===== config.mk =====
export PLATFORM = sky130hd
export DESIGN_NAME = rmint_seq
export DESIGN_NICKNAME = d
export VERILOG_FILES = /design/src/rtl/rmint_pkg.sv /design/src/rtl/rmint_addr_gen.sv /design/src/rtl/rmint_flag_upd.sv /design/src/rtl/rmint_seq.sv
export SDC_FILE = /design/constraint.sdc
export NUM_CORES = 1
export LEC_CHECK = 0
export BUFFER_PORTS_ARGS = -buffer_cell sky130_fd_sc_hd__buf_2
export CAP_MARGIN = 20
export CORE_ASPECT_RATIO = 1.1
export CORE_MARGIN = 3
export CORE_UTILIZATION = 25
export CTS_BUF_LIST = sky130_fd_sc_hd__clkbuf_8 sky130_fd_sc_hd__clkbuf_16
export CTS_CLUSTER_DIAMETER = 100
export DETAILED_ROUTE_END_ITERATION = 8
export PLACE_DENSITY = 0.42
export SLEW_MARGIN = 20
export SYNTH_ARGS = -nofsm -noshare
export SYNTH_HDL_FRONTEND = slang
export SYNTH_SLANG_ARGS = --single-unit

===== constraint.sdc =====
create_clock -name clk -period 4.5 [get_ports clk]
set_input_delay 0.9 -clock clk [delete_from_list [all_inputs] [get_ports clk]]
set_output_delay 0.9 -clock clk [all_outputs]
set_load 0.03 [all_outputs]

===== src/rtl/rmint_pkg.sv =====
// Shared types and constants for the real-mode interrupt entry sequencer.
// Assumes the conventional flag bit layout of a 16/32-bit segmented core.
package rmint_pkg;
    typedef enum logic [2:0] {
        ST_IDLE    = 3'd0,
        ST_CHECK   = 3'd1,
        ST_PUSH_FL = 3'd2,
        ST_PUSH_CS = 3'd3,
        ST_PUSH_IP = 3'd4,
        ST_RD_IP   = 3'd5,
        ST_RD_CS   = 3'd6
    } seq_state_t;

    localparam logic [7:0] FAULT_GP   = 8'd13;
    localparam int         FLG_TRAP   = 8;
    localparam int         FLG_INTEN  = 9;
    localparam int         FLG_RESUME = 16;
    localparam int         FLG_ALIGN  = 18;
endpackage


===== src/rtl/rmint_addr_gen.sv =====
// Address generator: forms the memory address for the current sequencer step.
// Assumes pushes use a pre-decremented 16-bit SP and table entries are 4 bytes.
module rmint_addr_gen
    import rmint_pkg::*;
#(
    parameter int ADDR_W = 24
) (
    input  seq_state_t        st,
    input  logic [ADDR_W-1:0] ss_base,
    input  logic [15:0]       sp,
    input  logic [ADDR_W-1:0] tbl_base,
    input  logic [7:0]        vec,
    output logic [ADDR_W-1:0] addr
);
    logic [15:0]       sp_dec;
    logic [ADDR_W-1:0] entry;

    // Select stack slot or table entry word for the active step
    always_comb begin
        sp_dec = sp - 16'd2;
        entry  = tbl_base + ADDR_W'({vec, 2'b00});
        case (st)
            ST_PUSH_FL, ST_PUSH_CS, ST_PUSH_IP: addr = ss_base + ADDR_W'(sp_dec);
            ST_RD_IP:                           addr = entry;
            ST_RD_CS:                           addr = entry + ADDR_W'(2);
            default:                            addr = '0;
        endcase
    end
endmodule


===== src/rtl/rmint_flag_upd.sv =====
// Flag update: clears the entry-affected flag bits.
// The alignment-check bit is cleared only on cores of level 4 and up.
module rmint_flag_upd
    import rmint_pkg::*;
#(
    parameter int CORE_LEVEL = 4
) (
    input  logic [31:0] flags_in,
    output logic [31:0] flags_out
);
    logic [31:0] clr_mask;

    generate
        if (CORE_LEVEL >= 4) begin : g_with_ac
            // Mask including alignment check
            always_comb begin
                clr_mask = '0;
                clr_mask[FLG_TRAP]   = 1'b1;
                clr_mask[FLG_INTEN]  = 1'b1;
                clr_mask[FLG_RESUME] = 1'b1;
                clr_mask[FLG_ALIGN]  = 1'b1;
            end
        end else begin : g_no_ac
            // Mask without alignment check
            always_comb begin
                clr_mask = '0;
                clr_mask[FLG_TRAP]   = 1'b1;
                clr_mask[FLG_INTEN]  = 1'b1;
                clr_mask[FLG_RESUME] = 1'b1;
            end
        end
    endgenerate

    assign flags_out = flags_in & ~clr_mask;
endmodule


===== src/rtl/rmint_seq.sv =====
// Real-mode interrupt entry sequencer (top).
// Captures the entry context on start. It checks the table bound, pushes
// the flags, CS and IP, reads the handler IP and checks it against the CS
// limit, then reads CS. It ends with a done or a fault pulse.
// Assumes the memory returns read data in the cycle it asserts ready.
module rmint_seq
    import rmint_pkg::*;
#(
    parameter int ADDR_W     = 24,
    parameter int CORE_LEVEL = 4
) (
    input  logic              clk,
    input  logic              rst_n,
    input  logic              start_i,
    input  logic [7:0]        vec_i,
    input  logic [ADDR_W-1:0] tbl_base_i,
    input  logic [15:0]       tbl_limit_i,
    input  logic [31:0]       flags_i,
    input  logic [15:0]       cs_sel_i,
    input  logic [15:0]       ip_i,
    input  logic [15:0]       sp_i,
    input  logic [ADDR_W-1:0] ss_base_i,
    input  logic [31:0]       cs_limit_i,
    output logic              mem_req_o,
    output logic              mem_we_o,
    output logic [ADDR_W-1:0] mem_addr_o,
    output logic [15:0]       mem_wdata_o,
    input  logic              mem_ready_i,
    input  logic [15:0]       mem_rdata_i,
    output logic              busy_o,
    output logic              done_o,
    output logic              fault_o,
    output logic [7:0]        fault_code_o,
    output logic [15:0]       fault_err_o,
    output logic [31:0]       new_ip_o,
    output logic [15:0]       new_cs_o,
    output logic [ADDR_W-1:0] new_cs_base_o,
    output logic [15:0]       new_sp_o,
    output logic [31:0]       new_flags_o
);
    seq_state_t        st;
    logic [7:0]        vec_r;
    logic [ADDR_W-1:0] tbl_base_r;
    logic [15:0]       tbl_lim_r;
    logic [31:0]       flags_r;
    logic [15:0]       cs_r;
    logic [15:0]       ip_r;
    logic [15:0]       sp_r;
    logic [ADDR_W-1:0] ss_base_r;
    logic [31:0]       cs_lim_r;
    logic [15:0]       ip_new_r;
    logic [31:0]       flags_upd;
    logic              is_push;
    logic              is_read;
    logic              tbl_ok;

    // Address mux for stack and table accesses
    rmint_addr_gen #(.ADDR_W(ADDR_W)) u_addr (
        .st       (st),
        .ss_base  (ss_base_r),
        .sp       (sp_r),
        .tbl_base (tbl_base_r),
        .vec      (vec_r),
        .addr     (mem_addr_o)
    );

    // Entry flag clearing
    rmint_flag_upd #(.CORE_LEVEL(CORE_LEVEL)) u_flags (
        .flags_in  (flags_r),
        .flags_out (flags_upd)
    );

    // Decode step class and table bound
    always_comb begin
        is_push = (st == ST_PUSH_FL) || (st == ST_PUSH_CS) || (st == ST_PUSH_IP);
        is_read = (st == ST_RD_IP) || (st == ST_RD_CS);
        tbl_ok  = ({6'd0, vec_r, 2'b11} <= tbl_lim_r);
    end

    assign mem_req_o = is_push || is_read;
    assign mem_we_o  = is_push;
    assign busy_o    = (st != ST_IDLE);

    // Select the word pushed in each push step
    always_comb begin
        case (st)
            ST_PUSH_FL: mem_wdata_o = flags_r[15:0];
            ST_PUSH_CS: mem_wdata_o = cs_r;
            ST_PUSH_IP: mem_wdata_o = ip_r;
            default:    mem_wdata_o = 16'd0;
        endcase
    end

    // Sequencer state, context capture and result registers
    always_ff @(posedge clk) begin
        if (!rst_n) begin
            st            <= ST_IDLE;
            vec_r         <= '0;
            tbl_base_r    <= '0;
            tbl_lim_r     <= '0;
            flags_r       <= '0;
            cs_r          <= '0;
            ip_r          <= '0;
            sp_r          <= '0;
            ss_base_r     <= '0;
            cs_lim_r      <= '0;
            ip_new_r      <= '0;
            done_o        <= 1'b0;
            fault_o       <= 1'b0;
            fault_code_o  <= '0;
            fault_err_o   <= '0;
            new_ip_o      <= '0;
            new_cs_o      <= '0;
            new_cs_base_o <= '0;
            new_sp_o      <= '0;
            new_flags_o   <= '0;
        end else begin
            done_o  <= 1'b0;
            fault_o <= 1'b0;
            case (st)
                ST_IDLE: begin
                    if (start_i) begin
                        vec_r      <= vec_i;
                        tbl_base_r <= tbl_base_i;
                        tbl_lim_r  <= tbl_limit_i;
                        flags_r    <= flags_i;
                        cs_r       <= cs_sel_i;
                        ip_r       <= ip_i;
                        sp_r       <= sp_i;
                        ss_base_r  <= ss_base_i;
                        cs_lim_r   <= cs_limit_i;
                        st         <= ST_CHECK;
                    end
                end
                ST_CHECK: begin
                    if (!tbl_ok) begin
                        fault_o      <= 1'b1;
                        fault_code_o <= FAULT_GP;
                        fault_err_o  <= 16'd0;
                        st           <= ST_IDLE;
                    end else begin
                        st <= ST_PUSH_FL;
                    end
                end
                ST_PUSH_FL, ST_PUSH_CS, ST_PUSH_IP: begin
                    if (mem_ready_i) begin
                        sp_r <= sp_r - 16'd2;
                        st   <= (st == ST_PUSH_FL) ? ST_PUSH_CS :
                                (st == ST_PUSH_CS) ? ST_PUSH_IP : ST_RD_IP;
                    end
                end
                ST_RD_IP: begin
                    if (mem_ready_i) begin
                        ip_new_r <= mem_rdata_i;
                        if ({16'd0, mem_rdata_i} > cs_lim_r) begin
                            fault_o      <= 1'b1;
                            fault_code_o <= FAULT_GP;
                            fault_err_o  <= 16'd0;
                            st           <= ST_IDLE;
                        end else begin
                            st <= ST_RD_CS;
                        end
                    end
                end
                ST_RD_CS: begin
                    if (mem_ready_i) begin
                        new_cs_o      <= mem_rdata_i;
                        new_cs_base_o <= ADDR_W'({mem_rdata_i, 4'd0});
                        new_ip_o      <= {16'd0, ip_new_r};
                        new_sp_o      <= sp_r;
                        new_flags_o   <= flags_upd;
                        done_o        <= 1'b1;
                        st            <= ST_IDLE;
                    end
                end
                default: st <= ST_IDLE;
            endcase
        end
    end


    tbl_bound_chk: assert property (@(posedge clk) disable iff (!rst_n)
        (st == ST_CHECK && !tbl_ok) |=> (fault_o && !mem_req_o));


    sp_step_chk: assert property (@(posedge clk) disable iff (!rst_n)
        (is_push && mem_ready_i) |=> (sp_r == $past(sp_r) - 16'd2));


    ip_limit_chk: assert property (@(posedge clk) disable iff (!rst_n)
        done_o |-> (new_ip_o[31:16] == 16'd0 && new_ip_o <= cs_lim_r));

    // fault payload
    fault_code_chk: assert property (@(posedge clk) disable iff (!rst_n)
        fault_o |-> (fault_code_o == FAULT_GP && fault_err_o == 16'd0));


    hold_req_chk: assert property (@(posedge clk) disable iff (!rst_n)
        (mem_req_o && !mem_ready_i) |=> (mem_req_o && $stable(mem_addr_o)
            && $stable(mem_we_o) && $stable(mem_wdata_o)));


    busy_start_chk: assert property (@(posedge clk) disable iff (!rst_n)
        (busy_o && start_i) |=> ($stable(vec_r) && $stable(sp_r) || $past(is_push)));


    pulse_excl_chk: assert property (@(posedge clk) disable iff (!rst_n)
        !(done_o && fault_o));
endmodule


==> flow_summary_export.csv, run 1 <==
group,metric,value,unit
status,run_status,"complete, but fails checks",
status,violations,"negative setup slack",
layout,final_cell_area,19400,um^2
pwr,power.density,419,nW/um^2
global_route,grt_max_degree,138,
yosys,yosysWarnings,0,
job,max_cap_viol_count,0,
worst_setup_path,cp_num_cells,18,
clock_network,cts_buffers,36,
timing,relSlewSlack,33.4,%
clock_network,path_clk_slew,0.06,ns
route,dr.pass1.iters,6,
route,drt-total-wl,52.9,mm
yosys,yosys_most_used_dff,"dfxtp_1",
floorplan,chipWidth,240,um
global_route,grt_usage,16.2,%
layout,multi_input_area,9010,um^2
floorplan,coreArea,59000,um^2
timing,worstMarginPinSlew,0.999,ns
yosys,synth_top_family_by_area,"compound AO/OA/AOI/OAI gates",
layout,area_growth,29.2,%
timing,fmax,201,MHz
floorplan,boundaryPins,393,
yosys,yosysTopAreaCell,"dfxtp_1",
timing,hold-worst-slack,0.458,ns
worst_setup_path,critPathLaunchType,"flip-flop",
yosys,ys_seq_elements,280,
worst_setup_path,crit_buf_inv,3,
yosys,synth_compound_area_share,23.6,%
yosys,synth_cells,1931,
hold_path,min_path_cells,2,
timing,setup_ws,-0.464,ns
global_route,antenna_found_initial,16,
clock_network,cts_root_buffer,"clkbuf_16",
layout,final_util,32.9,%
place,dpl-instance-area,17500,um^2
timing,setup_viol,13,
yosys,yosysMostFrequentCell,"nand2_1",
yosys,synth-async-reset-ratio,0,%
worst_setup_path,ff2ff_path_depth,7,
route,drcViolationCount,0,
clock_network,cts_tree,"done",
route,ant_nets,0,
route,vias,14000,
global_route,grt_pass1_vias,13800,
route,wire_per_inst,17.4,um
clock_network,clk_path_buf_depth,3,
clock_network,clock_latency,0.55,ns
yosys,synthSimpleGateAreaFrac,22.1,%
yosys,syn_area,15000,um^2
place,post-dp-hpwl,38.6,mm
pwr,ir_drop,0.213,mV
timing,rsz0062_at_grt,"yes",
route,vias_per_cell,4.60,
hold_path,hold_class,"flip-flop to flip-flop",
floorplan,initial_core_util,25.5,%
floorplan,fp.dieH,263,um
yosys,synth_edf_count,0,
worst_setup_path,cp-end-kind,"primary output",
place,dp_cells,2958,
yosys,synth_top_area_share,37.3,%
timing,timing.final.crit_period,4.96,ns
worst_setup_path,required,3.60,ns
worst_setup_path,cp_slowest_cell,"or3_4",
yosys,synth_adder_area_share,4.68,%
yosys,synth-seq-area-share,37.3,%
layout,regArea,5610,um^2
floorplan,dieArea,63000,um^2
global_route,grt_pass1_wl,80.7,mm
yosys,synth.area.top_cells,"dfxtp_1, nand2_1, a21boi_0, ha_1, buf_4",
floorplan,std_cell_rows,93,
worst_setup_path,path_max_fanout,4,
timing,finalHoldViolations,0,
timing,fin_skew,0.0199,ns
layout,final_cell_count_no_fill,3043,
timing,period_share,110,%
yosys,muxShareOfSynthArea,1.40,%
worst_setup_path,cp_top_family,"simple AND/OR/NAND/NOR gates",
place,portBuffers,341,
yosys,yosys-top-cells-count,"nand2_1, dfxtp_1, a21boi_0, clkbuf_1, buf_4",
pwr,p_leak,8.02,nW
worst_setup_path,path_class,"flip-flop to primary output",
worst_setup_path,arrival,4.06,ns
clock_network,htreeDepth,2,
worst_setup_path,path_cells,"inv_4 > ha_4 > nand2b_4 > or3_4 > nor4_4 > nand2b_1 > or3_4 > nor2_4 > xor2_4 > ha_4 > a21o_1 > a31o_4 > a21oi_2 > buf_4 > nor2_1 > a311oi_1 > o21ai_1 > buf_4",
layout,drive_gt1_share,25.4,%
timing,timing.final.max_slew_violations,0,
worst_setup_path,critical_path.max_stage_delay,0.37,ns
clock_network,cts.sinks,280,
yosys,syn_avg_cell_area,7.78,um^2
global_route,grt_overflow,0,
route,drt_iter0_markers,739,
place,place_congestion,0.826,
yosys,ys_types,70,
layout,fillerInstances,6342,
layout,layout.nets,2511,
yosys,synth_xor_area_share,3.32,%
[layer usage]
metal / track usage, % / vias up / share of wire (%)
met4: 4.38 / 16 / 2.2
met1: 20.9 / 6555 / 45
li1: - / 7021 / -
met3: 4.06 / 82 / 6.0
met5: 0 / - / 0.23
met2: 26.8 / 337 / 46
[registers in the layout, indices dropped and copies added, names as in the netlist, 24 cells and up]
name	flops
ss_base_r	24
new_flags_o	28
flags_r	30
cs_lim_r	32
tbl_base_r	24
[cell type report]
cell class | instances | share of cell area, %
sequential | 280 | 28.9
antenna | 7 | 0.0903
clock inverter | 24 | 1.24
inverter | 39 | 0.767
clock buffer | 38 | 4.78
multi-input combinational | 1467 | 46.4
timing repair buffer | 428 | 12.8
tap | 760 | 4.90
[stage by stage]
step | worst slack, ns | power [mW] | setup TNS, ns
6_report | -0.464 | 8.12 | -4.84
5_1_grt | -0.691 | 8.58 | -8.00
4_1_cts | -0.507 | 8.13 | -5.19
3_5_place_dp | -0.269 | 4.94 | -1.35
3_3_place_gp | -0.190 | 4.91 | -0.958
2_1_floorplan | -0.0180 | 4.16 | -0.0180
[final timing paths]
check / end / slack [ns] / startpoint
min: new_ip_o[0] / 0.46 / new_ip_o[0]
max: mem_addr_o[18] / -0.46 / sp_r[1]
max reg2reg: new_ip_o[2] / 1.46 / st[1]
min reg2reg: new_ip_o[0] / 0.46 / new_ip_o[0]
[cell families after synthesis]
logic type / count (synthesis)
other: 1
buffers and inverters: 232
DFF: 280
adders and majority gates: 55
xor gates and xnor gates: 57
muxes: 21
and+or+nand+nor: 795
AOI/OAI and AO/OA: 490
[tightest hold or removal path, stage by stage (launching register included)]
cell and delay [ns]:
dfxtp_1 0.30, nand2_1 0.04, a21boi_0 0.06
[where the power goes]
part	internal (mW)	total, mW	switching (mW)
clock	1.73	2.89	1.16
combinational	1.03	2.44	1.41
sequential	2.65	2.80	0.152
[cells in the final DEF (no fill, tap or decap), drive strengths merged, types with 15 or more instances in the layout]
master / Yosys / final
nor2: 63 / 63
conb: 1 / 49
nand3: 28 / 28
a211oi: 15 / 15
xor2: 36 / 36
clkbuf: 115 / 38
a21o: 16 / 16
a21boi: 263 / 263
xnor2: 21 / 21
ha: 53 / 53
a21oi: 28 / 28
buf: 78 / 428
a22oi: 15 / 15
nand2: 603 / 603
nor2b: 20 / 20
dfxtp: 280 / 280
mux2i: 21 / 21
inv: 39 / 49
o21ai: 73 / 73
[what timing repair did]
item                                    CTS  global route
pin swaps                                26            17
resized for setup                        77            39
buffers inserted                          9             9
hold buffers                              0             0
endpoints found under the setup margin   17            18
hold endpoints to repair                  0             0
No activity file was read; power rests on OpenSTA's default activity.
==> run 2: changes to the inputs <==
--- a/config.mk
+++ b/config.mk
@@ -5,6 +5,7 @@
 export SDC_FILE = /design/constraint.sdc
 export NUM_CORES = 1
 export LEC_CHECK = 0
+export ABC_AREA = 1
 export BUFFER_PORTS_ARGS = -buffer_cell sky130_fd_sc_hd__buf_2
 export CAP_MARGIN = 20
 export CORE_ASPECT_RATIO = 1.1
@@ -13,7 +14,7 @@
 export CTS_BUF_LIST = sky130_fd_sc_hd__clkbuf_8 sky130_fd_sc_hd__clkbuf_16
 export CTS_CLUSTER_DIAMETER = 100
 export DETAILED_ROUTE_END_ITERATION = 8
-export PLACE_DENSITY = 0.42
+export PLACE_DENSITY = 0.43
 export SLEW_MARGIN = 20
 export SYNTH_ARGS = -nofsm -noshare
 export SYNTH_HDL_FRONTEND = slang
==> flow_summary_export.csv, run 2 <==
group,metric,value,unit
pwr,p_int,6.12,mW
clock_network,cts_tree,"done",
yosys,synth_edf_count,0,
place,portBuffers,341,
route,ant_nets,0,
pwr,p_leak,8.01,nW
route,wire_per_inst,17.5,um
pwr,power,10.6,mW
timing,period_share,97.1,%
route,drt-total-wl,54.5,mm
layout,final_cell_mix,"nand2_1, buf_2, a21oi_1",
timing,finalHoldViolations,0,
worst_setup_path,arrival,3.47,ns
route,dr.pass1.iters,5,
layout,layout.cells.most_common,"nand2_1",
yosys,synth_top_area_share,38.5,%
floorplan,boundaryPins,393,
yosys,yosysMostFrequentCell,"nand2_1",
global_route,grt_max_degree,133,
layout,largestRegisters,"cs_lim_r x32, flags_r x30, new_flags_o x28",
worst_setup_path,critPathLaunchType,"flip-flop",
pwr,netSwitchingPower,4.50,mW
global_route,grt_pass1_vias,14200,
place,post-dp-hpwl,39.7,mm
timing,hold-worst-slack,0.448,ns
layout,regMostFlops,"cs_lim_r",
pwr,p_clk_share,27.6,%
clock_network,holdBufCountCts,0,
status,run_status,"finished clean",
yosys,synth_cells,2047,
yosys,syn_avg_cell_area,7.11,um^2
floorplan,coreArea,57400,um^2
worst_setup_path,path_class,"flip-flop to primary output",
global_route,grt_usage,17.1,%
yosys,yosys-top-cells-count,"nand2_1, a21oi_1, dfxtp_1, inv_1, nand3_1",
clock_network,path_clk_slew,0.06,ns
hold_path,hold_class,"flip-flop to flip-flop",
route,vias_per_cell,4.64,
layout,multi_input_area,8010,um^2
worst_setup_path,required,3.60,ns
layout,fillerInstances,6255,
yosys,synth-seq-area-share,38.5,%
worst_setup_path,cp-end-kind,"primary output",
yosys,ys_seq_elements,280,
worst_setup_path,path_max_fanout,5,
timing,fin_skew,0.0337,ns
floorplan,fp.dieH,259,um
yosys,synth.area.top_cells,"dfxtp_1, nand2_1, a21oi_1, nand3_1, ha_1",
layout,regArea,5620,um^2
clock_network,clock_latency,0.57,ns
timing,relSlewSlack,34.6,%
layout,largest_register_ffs,32,
floorplan,std_cell_rows,92,
floorplan,initial_core_util,25.3,%
route,vias,14400,
yosys,synth-async-reset-ratio,0,%
global_route,antenna_found_initial,14,
place,place_congestion,0.841,
timing,fmax,229,MHz
job,max_cap_viol_count,0,
yosys,ys_types,50,
floorplan,dieArea,61100,um^2
route,drt_iter0_markers,642,
pwr,seqPwrFrac,30.4,%
clock_network,cts_root_buffer,"clkbuf_16",
pwr,power.density,573,nW/um^2
timing,worstMarginPinSlew,0.980,ns
timing,timing.final.crit_period,4.37,ns
yosys,syn_area,14500,um^2
route,drcViolationCount,0,
timing,timing.final.max_slew_violations,0,
yosys,yosys_most_used_dff,"dfxtp_1",
yosys,yosysWarnings,0,
clock_network,htreeDepth,2,
timing,rsz0062_at_grt,"yes",
yosys,yosysTopAreaCell,"dfxtp_1",
layout,layout.nets,2591,
global_route,grt_pass1_wl,82.6,mm
clock_network,cts.sinks,280,
global_route,grt_overflow,0,
layout,area_growth,27.3,%
pwr,p_sw_share,42.4,%
pwr,comb_power_share,42.0,%
pwr,ir_drop,0.281,mV
floorplan,chipWidth,236,um
timing,setup_viol,0,
clock_network,clk_path_buf_depth,3,
clock_network,cts_buffers,36,
layout,drive_gt1_share,25.1,%
## run 2: changes by cell type in the layout (fill, tap and decap cells not counted), sizes merged, moves of 52 or more
cell    before  now
buf        428  376
a21boi     263    1
nand2      603  516
nand3       28  172
o21ai       73  130
inv         49  191
a21oi       28  323
## run 2: path summary, 6_finish.rpt
path | start | endpoint | slack [ns] | depth (start not counted)
max | sp_r[3] | mem_addr_o[22] | 0.13 | 17
max reg2reg | st[1] | sp_r[8] | 1.16 | 14
min reg2reg | cs_lim_r[29] | cs_lim_r[29] | 0.45 | 2
min | cs_lim_r[29] | cs_lim_r[29] | 0.45 | 2
## run 2: layout make-up
type	instances	area share (%)
antenna	7	0.0946
clock buffer	45	5.53
clock inverter	16	0.892
inverter	184	3.78
multi-input combinational	1453	43.2
sequential	280	30.3
tap	752	5.08
timing repair buffer	377	11.0
## run 2: per-stage QoR
step	std cells	setup TNS (ns)	setup WS (ns)	area, um^2	util (%)
finish	3114	0	0.132	18500	32.2
global placement	3030	0	0.241	16600	29.0
CTS	3096	-0.0362	-0.0179	18100	31.5
detailed placement	3030	0	0.266	16600	29.0
global route	3109	-0.184	-0.0692	18500	32.2
floorplan	2095	0	0.713	14700	-
## run 2: power by group through the flow
stage                     sequential, mW  combinational, mW  clock, mW
after floorplan                     3.17               2.71          0
after global placement              3.24               3.87          0
after detailed placement            3.25               3.90          0
after CTS                           3.21               4.12       3.05
after global routing                3.28               4.95       3.12
final                               3.23               4.46       2.93
## run 2: routing by layer
| metal | share of wire [%] | vias up | track usage, % |
|---|---|---|---|
| met5 | 0.15 | - | 0 |
| met4 | 3.6 | 12 | 7.03 |
| met3 | 6.3 | 95 | 4.14 |
| met2 | 46 | 397 | 27.7 |
| met1 | 44 | 6676 | 21.8 |
| li1 | - | 7266 | - |
## run 2: timing repair
| action | in CTS | in global routing |
|---|---|---|
| endpoints found under the setup margin | 14 | 16 |
| resized for setup | 51 | 85 |
| setup buffers | 5 | 11 |
| pin swaps | 13 | 37 |
## run 2: critical path, stage by stage, from the launching register on
cell	delay, ns
dfxtp_4	0.37
nor2_4	0.11
nand4_1	0.16
nor2_1	0.16
nand2_2	0.09
nor2_4	0.20
nand2_4	0.09
xor2_4	0.21
ha_4	0.33
nand2_4	0.08
nor4_4	0.27
nand4_1	0.18
nand3_2	0.13
and2_4	0.14
or2_4	0.10
nand3_2	0.06
nand3_2	0.10
buf_6	0.13
## run 2: cell families (layout without fill, tap and decap cells)
kind of cell | after synthesis | count (layout) | synth area share [%]
flops | 280 | 280 | 38.5
simple gates | 824 | 824 | 25.6
xor+xnor | 20 | 20 | 1.20
other cells | 1 | 56 | 0.0258
fa+ha+maj | 55 | 55 | 4.83
compound gates | 505 | 505 | 18.5
buf+inv | 362 | 622 | 11.2
==> run 3: changes to the inputs <==
--- a/config.mk
+++ b/config.mk
@@ -14,7 +14,7 @@
 export CTS_BUF_LIST = sky130_fd_sc_hd__clkbuf_8 sky130_fd_sc_hd__clkbuf_16
 export CTS_CLUSTER_DIAMETER = 100
 export DETAILED_ROUTE_END_ITERATION = 8
-export PLACE_DENSITY = 0.43
+export PLACE_DENSITY = 0.41
 export SLEW_MARGIN = 20
 export SYNTH_ARGS = -nofsm -noshare
 export SYNTH_HDL_FRONTEND = slang
==> constraint.sdc (replaced) <==
create_clock -name clk -period 4.7 [get_ports clk]
set_input_delay 0.94 -clock clk [delete_from_list [all_inputs] [get_ports clk]]
set_output_delay 0.94 -clock clk [all_outputs]
set_load 0.03 [all_outputs]
==> flow_summary_export.csv, run 3 (synthesized netlist as in run 2, its figures left out) <==
group,metric,value,unit
place,dpl-instance-area,16600,um^2
route,ant_nets,0,
job,max_cap_viol_count,0,
floorplan,boundaryPins,393,
pwr,p_leak,7.91,nW
layout,final_cell_count_no_fill,3110,
place,dp_cells,3028,
clock_network,holdBufCountCts,0,
route,drt-total-wl,55.4,mm
pwr,p_sw_share,42.7,%
layout,final_cell_mix,"nand2_1, buf_2, a21oi_1",
pwr,power.density,535,nW/um^2
timing,setup_ws,0.163,ns
place,post-dp-hpwl,40.6,mm
clock_network,path_clk_slew,0.06,ns
clock_network,clk_path_buf_depth,3,
worst_setup_path,required,3.76,ns
floorplan,chipWidth,236,um
pwr,power,9.69,mW
clock_network,cts.sinks,280,
hold_path,hold_class,"flip-flop to flip-flop",
layout,largest_register_ffs,32,
pwr,p_clk_share,27.7,%
layout,layout.cells.most_common,"nand2_1",
floorplan,initial_core_util,25.3,%
global_route,grt_usage,17.4,%
place,portBuffers,341,
timing,finalSetupTns,0,ns
route,dr.pass1.iters,5,
timing,relSlewSlack,29.3,%
global_route,grt_max_degree,251,
layout,layout.nets,2582,
place,place_ws,0.412,ns
global_route,grt_pass1_vias,14100,
clock_network,cts_buffers,36,
worst_setup_path,cp-end-kind,"primary output",
route,wire_per_inst,17.8,um
pwr,seqPwrFrac,31.7,%
floorplan,fp.dieH,259,um
worst_setup_path,critPathLaunchType,"flip-flop",
timing,finalHoldViolations,0,
global_route,grt_pass1_wl,83.5,mm
pwr,p_int,5.55,mW
layout,area_growth,24.6,%
pwr,comb_power_share,40.6,%
floorplan,coreArea,57400,um^2
pwr,netSwitchingPower,4.14,mW
layout,regMostFlops,"cs_lim_r",
timing,worstMarginPinSlew,1.06,ns
layout,final_util,31.6,%
timing,timing.final.crit_period,4.54,ns
worst_setup_path,path_class,"flip-flop to primary output",
route,drt_iter0_markers,577,
layout,drive_gt1_share,23.2,%
timing,rsz0062_at_grt,"yes",
worst_setup_path,arrival,3.60,ns
timing,setup_viol,0,
status,run_status,"finished clean",
route,drcViolationCount,0,
timing,fin_skew,0.0225,ns
timing,period_share,96.5,%
floorplan,dieArea,61100,um^2
worst_setup_path,reg2reg_setup_slack,1.23,ns
global_route,antenna_found_initial,22,
timing,hold-worst-slack,0.450,ns
floorplan,std_cell_rows,92,
layout,largestRegisters,"cs_lim_r x32, flags_r x30, new_flags_o x28",
route,vias_per_cell,4.61,
route,vias,14300,
timing,timing.final.max_slew_violations,0,
clock_network,htreeDepth,2,
clock_network,clock_latency,0.56,ns
global_route,grt_overflow,0,
clock_network,cts_tree,"done",
layout,final_cell_area,18100,um^2
layout,fillerInstances,6290,
place,place_congestion,0.831,
clock_network,cts_root_buffer,"clkbuf_16",
worst_setup_path,path_max_fanout,6,
timing,fmax,220,MHz
pwr,ir_drop,0.322,mV
==> run 3: cell types whose count changed in the layout (fill, tap and decap cells not counted), moves of 4 or more <==
cell and delta:
o21ai_1 -4, nand2_4 -5, a21oi_4 -5, clkbuf_8 -4, o21ai_0 +6, inv_1 +13, buf_4 -12, a21oi_1 +7
nand2_1 +6, ha_1 +4, ha_4 -6, inv_2 -4, buf_2 +4
==> run 3: final timing paths <==
kind | startpoint | to | cells past startpoint
max | sp_r[3] | mem_addr_o[8] | 13
min reg2reg | ip_r[3] | ip_r[3] | 2
min | ip_r[3] | ip_r[3] | 2
max reg2reg | st[1] | sp_r[8] | 14
==> run 3: power by group through the flow <==
stage	Combinational, mW	Sequential [mW]	Clock [mW]
after floorplan	2.60	3.03	0
after CTS	3.82	3.07	2.80
after global placement	3.71	3.11	0
after detailed placement	3.73	3.12	0
after global routing	4.39	3.13	2.89
final	3.93	3.07	2.69
==> run 3: metal layers <==
layer | routed length [um] | vias up | track usage [%]
met5 | 169 | - | 0
met1 | 23900 | 6631 | 21.5
met3 | 3380 | 88 | 4.66
li1 | - | 7251 | -
met2 | 26700 | 338 | 29.6
met4 | 1300 | 26 | 5.09
==> run 3: what timing repair did <==
| action | CTS | global route |
|---|---|---|
| pin swaps | 3 | 10 |
| endpoints found under the setup margin | 10 | 16 |
| cloned | 0 | 0 |
| gates resized for setup | 19 | 42 |
| buffers inserted | 3 | 4 |
| endpoints found under the hold margin | 0 | 0 |
==> run 3: worst max-delay path, stage by stage, from the launching register on <==
cell	delay, ns
dfxtp_1	0.37
nor2_2	0.12
nand4_1	0.20
buf_4	0.21
xor2_1	0.27
ha_1	0.39
nand2_1	0.15
nor2_1	0.07
a211oi_2	0.25
inv_1	0.10
o21ai_0	0.35
buf_4	0.19
o211ai_1	0.15
buf_2	0.23
==> run 3: layout make-up <==
type	instances	area, um^2	share of cell area (%)
Antenna cell	9	22.5	0.124
Clock buffer	41	970	5.35
Clock inverter	23	168	0.925
Inverter	184	696	3.84
Multi-Input combinational cell	1453	7740	42.7
Sequential cell	280	5610	30.9
Tap cell	752	941	5.19
Timing Repair Buffer	368	1990	11.0
